File: config.mk
export PLATFORM = sky130hd
export DESIGN_NAME = fpctx_tracker
export DESIGN_NICKNAME = d
export VERILOG_FILES = /design/src/rtl/fpctx_pkg.sv /design/src/rtl/fpctx_dirty_detect.sv /design/src/rtl/fpctx_wnorm.sv /design/src/rtl/fpctx_tracker.sv
export SDC_FILE = /design/constraint.sdc
export NUM_CORES = 1
export LEC_CHECK = 0
export BUFFER_PORTS_ARGS = -buffer_cell sky130_fd_sc_hd__buf_2
export CAP_MARGIN = 20
export CORE_AREA = 2 2 39 41
export CTS_CLUSTER_DIAMETER = 80
export DETAILED_ROUTE_END_ITERATION = 12
export DIE_AREA = 0 0 41 43
export REMOVE_ABC_BUFFERS = 1
export SLEW_MARGIN = 20
export SYNTH_ARGS = -nofsm -noshare
export SYNTH_HDL_FRONTEND = slang
export SYNTH_SLANG_ARGS = --single-unit
File: constraint.sdc
create_clock -name clk -period 1.2 [get_ports clk]
set_input_delay 0.06 -clock clk [delete_from_list [all_inputs] [get_ports clk]]
set_output_delay 0.06 -clock clk [all_outputs]
set_load 0.01 [all_outputs]
File: src/rtl/fpctx_pkg.sv
package fpctx_pkg;

    localparam int unsigned FS_W  = 2;
    localparam int unsigned POL_W = 2;

    typedef enum logic [FS_W-1:0] {
        FS_OFF   = 2'd0,
        FS_INIT  = 2'd1,
        FS_CLEAN = 2'd2,
        FS_DIRTY = 2'd3
    } fs_e;

    typedef enum logic [POL_W-1:0] {
        POL_WRITE_ONE    = 2'd0,
        POL_WRITE_ANY    = 2'd1,
        POL_ALWAYS_DIRTY = 2'd2,
        POL_RESERVED     = 2'd3
    } pol_e;

    typedef struct packed {
        fs_e fs;
    } fpctx_state_t;

endpackage

File: src/rtl/fpctx_dirty_detect.sv
module fpctx_dirty_detect
    import fpctx_pkg::*;
(
    input  logic             [POL_W-1:0] policy_i,
    input  logic                         live_i,
    input  logic                         fcsr_wr_i,
    input  logic                         fpr_wr_i,
    input  logic                         cmpcvt_i,
    input  logic                         cmpcvt_exc_i,
    output logic                         dirty_o
);
    logic cmp_counts;

    always_comb begin
        // Only write-any dirties on exception-free compares; others need a raised flag.
        if (pol_e'(policy_i) == POL_WRITE_ANY) begin
            cmp_counts = cmpcvt_i;
        end else begin
            cmp_counts = cmpcvt_i & cmpcvt_exc_i;
        end
        // Strobes from an Off context belong to trapped instructions.
        dirty_o = live_i & (fcsr_wr_i | fpr_wr_i | cmp_counts);
    end
endmodule

File: src/rtl/fpctx_wnorm.sv
module fpctx_wnorm
    import fpctx_pkg::*;
(
    input  logic            collapse_i,
    input  logic [FS_W-1:0] raw_i,
    output logic [FS_W-1:0] norm_o
);
    always_comb begin
        if (collapse_i && (raw_i != FS_W'(FS_OFF))) begin
            norm_o = FS_W'(FS_DIRTY);
        end else begin
            norm_o = raw_i;
        end
    end
endmodule

File: src/rtl/fpctx_tracker.sv
module fpctx_tracker
    import fpctx_pkg::*;
#(
    parameter int unsigned RESET_FS = 0
) (
    input  logic             clk,
    input  logic             rst_n,
    input  logic [1:0]       policy_i,
    input  logic             csr_wr_i,
    input  logic [1:0]       csr_wdata_i,
    input  logic             fcsr_wr_i,
    input  logic             fpr_wr_i,
    input  logic             cmpcvt_i,
    input  logic             cmpcvt_exc_i,
    input  logic             fp_issue_i,
    output logic [1:0]       status_o,
    output logic             sd_o,
    output logic             fp_en_o,
    output logic             illegal_o
);
    localparam fs_e RST_FS = fs_e'(RESET_FS[FS_W-1:0]);

    fpctx_state_t state_d, state_q;

    logic            collapse;
    logic [FS_W-1:0] view_fs;
    logic [FS_W-1:0] wr_norm;
    logic            live;
    logic            dirty;

    assign collapse = (pol_e'(policy_i) == POL_ALWAYS_DIRTY);

    // Read view: a stored nonzero reset value is shown collapsed under always-dirty.
    fpctx_wnorm u_view (
        .collapse_i (collapse),
        .raw_i      (state_q.fs),
        .norm_o     (view_fs)
    );

    fpctx_wnorm u_wr (
        .collapse_i (collapse),
        .raw_i      (csr_wdata_i),
        .norm_o     (wr_norm)
    );

    assign live = (view_fs != FS_W'(FS_OFF));

    fpctx_dirty_detect u_dirty (
        .policy_i     (policy_i),
        .live_i       (live),
        .fcsr_wr_i    (fcsr_wr_i),
        .fpr_wr_i     (fpr_wr_i),
        .cmpcvt_i     (cmpcvt_i),
        .cmpcvt_exc_i (cmpcvt_exc_i),
        .dirty_o      (dirty)
    );

    always_comb begin
        state_d = state_q;
        if (dirty) begin
            state_d.fs = FS_DIRTY;
        end else if (csr_wr_i) begin
            state_d.fs = fs_e'(wr_norm);
        end
    end

    always_ff @(posedge clk or negedge rst_n) begin
        if (!rst_n) begin
            state_q.fs <= RST_FS;
        end else begin
            state_q <= state_d;
        end
    end

    assign status_o  = view_fs;
    assign sd_o      = (view_fs == FS_W'(FS_DIRTY));
    assign fp_en_o   = live;
    assign illegal_o = fp_issue_i & ~live;
endmodule

---- After elaboration in Yosys (flattened, before gate mapping) ----
Index checks and enable logic that the tools add are counted.
storage, ports and cells
  register bits ........................... 2
  output and inout bits ................... 5
  bits of input ports ..................... 12
cells by class
  eq/ne operators ......................... 3
  reduce and logical (&&, ||, !) cells .... 6
  bitwise logic cells ..................... 6
  mux-type cells .......................... 5
operators by type and width
  kind                                                              count
  2-bit two-way mux                                                 4
  2-bit nonzero test                                                4
  2-bit == test (second input constant)                             2
  1-bit AND                                                         3
  2-bit by 1-bit == test with 1-bit output (second input constant)  1
  1-bit logical AND                                                 2
  1-bit OR                                                          2
  1-bit two-way mux                                                 1
  1-bit inverter                                                    1

---- Longest topological paths before layout ----
  depth in word-level cells ............... 6
  gate-level depth with buffers ........... 4

---- Cells and area by module ----
Synthesis repeated with hierarchy kept, for this count alone.
second synthesis, totals
  cells, all modules ...................... 18
  area total of the unflattened synthesis .. 163.9 sq um
by module, submodules not included
  module              sequential area each (sq um)  instances  area each (sq um)  cells each
  fpctx_tracker       50.0                          1          106.4              11
  fpctx_wnorm         0.0                           2          15.0               2
  fpctx_dirty_detect  0.0                           1          27.5               3

---- Worst setup path before layout ----
OpenSTA, ideal clock, no wires.
  path type ............................... reg2reg
  start ................................... reg state_q[0] in the netlist's numbering
  end ..................................... reg state_q[0] in the netlist's numbering
  stages on the path, launching flop included .. 4
  data arrival time ....................... 0.862 ns
  setup slack ............................. 0.212 ns
  required time ........................... 1.074 ns
  clock period less this slack ............ 0.988 ns
  buffers on the path ..................... 0
  library setup time ...................... 0.126 ns
  cells stage by stage .................... dfrtp_1 -> o21ai_0 -> nand2_1 -> a221o_1
between the ends
  longest elaborated chain between the ends .. 6
  elaborated cells between the ends (all ways) .. 7
  classes of those cells .................. 2 x mux; 1 x bitwise; 4 x reduce/logical
ends and longest elaborated chain
  element                                                  RTL line                  text
  start, declared                                          fpctx_tracker.sv:23       fpctx_state_t state_d, state_q;
  start signal, assigned                                   fpctx_tracker.sv:71       state_q <= state_d;
  2-bit nonzero test                                       fpctx_wnorm.sv:9          if (collapse_i && (raw_i != FS_W'(FS_OFF))) begin
  1-bit logical AND                                        fpctx_wnorm.sv:9
  2-bit two-way mux (*)                                    fpctx_wnorm.sv:9
  2-bit nonzero test (*)                                   fpctx_tracker.sv:46       assign live = (view_fs != FS_W'(FS_OFF));
  1-bit AND (*)                                            fpctx_dirty_detect.sv:22  dirty_o = live_i & (fcsr_wr_i | fpr_wr_i | cmp_counts);
  2-bit two-way mux or 2-bit nonzero test (tied branches)  n/a
Mark *: on every way between the ends. The rest lies on a longest branch, timed or not.
A chain may end at the register's enable or synchronous reset.

---- Worst setup path in the final report ----
Ends and elaborated chain as after synthesis.

==> results.toml <==
[outcome]
status = "complete, no violations"

[setup_path]
rr_worst_depth = 4
setup.worst_path.end = "state_q[0]$_DFFE_PN0P_"
arrival_ns = 1.26
crit_type = "register to register"
crit_required_ns = 1.30
path_max_fanout = 5
crit_cells = 4
r2r-start = "state_q[0]$_DFFE_PN0P_"
crit_family = "flip-flops"
path_cells = "buf_4 -> o21ai_0 -> nand2_1 -> a221o_1"
crit_slowest_cell = "dfrtp_2"
slowest_delay_ns = 0.41
critPathLaunch = "state_q[0]$_DFFE_PN0P_"
crit_buf_inv = 1
cp-end-kind = "register"
r2r-end = "state_q[0]$_DFFE_PN0P_"
cp-start-kind = "register"
rrSetupSlack_ns = 0.05

[cells_and_area]
multiInputGateArea_um2 = 128
antenna_cells = 0
final_design_area_no_fill_um2 = 332
areaGrowthSynthToFinish_pct = 82.8
drive_gt1_share_pct = 57.8
fillers = 153
reg.largest.list = "state_q x2"
regArea_um2 = 52.6
largest_reg_flops = 2
largest_register = "state_q"
nNetsFinal = 59
instances_no_fill = 61
final_common_cell = "buf_2"
final_cell_mix = "buf_2, nor2_1, clkbuf_4"

[detailed_routing]
viasPerCell = 4.20
drtPass1Iterations = 4
routedWlPerCell_um = 8.69
drt_iter0_markers = 6
drt_wl_total_um = 530
drc = 0
ant_nets = 0
vias = 256

[clock_network]
cts.sinks = 2
cts_buffer_depth = 2
cts_tree = "done"
cts_root_buf = "clkbuf_4"
clk_pin_slew_ns = 0.03
cts_made_buffers = 3
clock_latency_ns = 0.23
htree_levels = 1

[power_and_ir_drop]
p_per_area_nw_per_um2 = 815
ir_worst_vdd_v = 0.000223
p_total_mw = 0.270
p_leak_nw = 0.143

[global_route]
grt_pass1_vias = 220
grt_pass1_wl_um = 841
antenna_found_initial = 0
grt_usage_pct = 8.03
grt_max_degree = 8
grt-ovfl-total = 0

[timing]
fin_crit_sh_pct = 96.2
relSlewSlack_pct = 90.8
setup_viol = 0
setup_tns_ns = 0
period_needed_ns = 1.15
finalMaxSlewViolations = 0
worst_slew_pin_slew_ns = 0.137
clock.fmax_mhz = 866
fin_skew_ns = 0.000820
hold_viol = 0
rsz0062_at_grt = "true"
hold_ws_ns = 0.149

[synth]
avgSynthCellArea_um2 = 7.89
synth_cell_types = 15
ys_warn_count = 0
synthCells = 23
syn-cell-area_um2 = 181
synth_seq_cells = 2
synth-seq-area-share_pct = 27.6

[die]
die_h_um = 43
num_rows = 14
ios = 17
die-area_um2 = 1760
die_width_um = 41
design.core.area_um2 = 1380
start_util_pct = 13.1

[placement]
placedCellCount = 55
gp_congestion = 0.627
numPortBuffers = 16
placed_area_um2 = 282
dp_hpwl_um = 380

[run]
maxCapViolations = 0

[hold_path]
hp-class = "input port to asynchronous set/reset pin"
## how the worst min path moves through the flow
stage	to	slack (ns)	cells after the start
6_report	state_q[0]$_DFFE_PN0P_	0.15	2
5_1_grt	state_q[1]$_DFFE_PN0P_	0.14	2
4_1_cts	state_q[0]$_DFFE_PN0P_	0.15	2
3_5_place_dp	state_q[0]$_DFFE_PN0P_	-0.15	1
3_3_place_gp	state_q[1]$_DFFE_PN0P_	-0.15	1
2_1_floorplan	state_q[0]$_DFFE_PN0P_	-0.24	0
## synth_stat cells
library cell	instances	area share (%)
o21ai_0	1	2.8
nand4_1	1	3.5
a21o_1	2	8.3
nand2_1	2	4.1
nor2_1	3	6.2
or2_1	1	3.5
o21a_1	1	4.1
nand3_1	1	2.8
and2b_4	1	5.5
a221o_1	2	11
dfrtp_1	2	28
o21ai_2	2	9.7
a21oi_1	2	5.5
nor2b_1	1	3.5
inv_1	1	2.1
## metrics by stage
step	worst slack, ns	utilization, %
after floorplan	0.212	-
after global placement	0.191	20.3
after detailed placement	0.169	20.3
after CTS	0.0177	22.7
after global routing	-0.0299	24.0
final	0.0459	24.0
## layout make-up
class	count	area share (%)
clock buffers	3	6.79
inverters	1	1.13
multi-input cells	20	38.5
flip-flops and latches	2	15.8
well taps	16	6.04
repair buffers	19	31.7
## cell families after synthesis
family	after synthesis	share of synthesized area [%]
AO/OA/AOI/OAI	10	41.4
buffers and inverters	1	2.07
flip-flops	2	27.6
AND/OR/NAND/NOR	10	29.0
## metal layers
layer / wire length (um) / vias up / track usage, %
met5: 0 / - / 0
met4: 0 / 0 / 12.0
met3: 56 / 0 / 3.14
met2: 254 / 14 / 7.81
met1: 220 / 112 / 9.97
li1: - / 130 / -
## power breakdown
part           switching, mW  internal [mW]  leakage (nW)
Clock                 0.0413          0.111        0.0138
Combinational         0.0228         0.0265         0.113
Sequential          0.000493         0.0685        0.0169
## timing repair
item / 4_1_cts / 5_1_grt
endpoints found under the hold margin: 2 / 0
setup endpoints to repair: 0 / 2
gates resized for setup: 0 / 2
hold buffers: 1 / 0
setup buffers: 0 / 2
(Power assumes the default switching activity.)
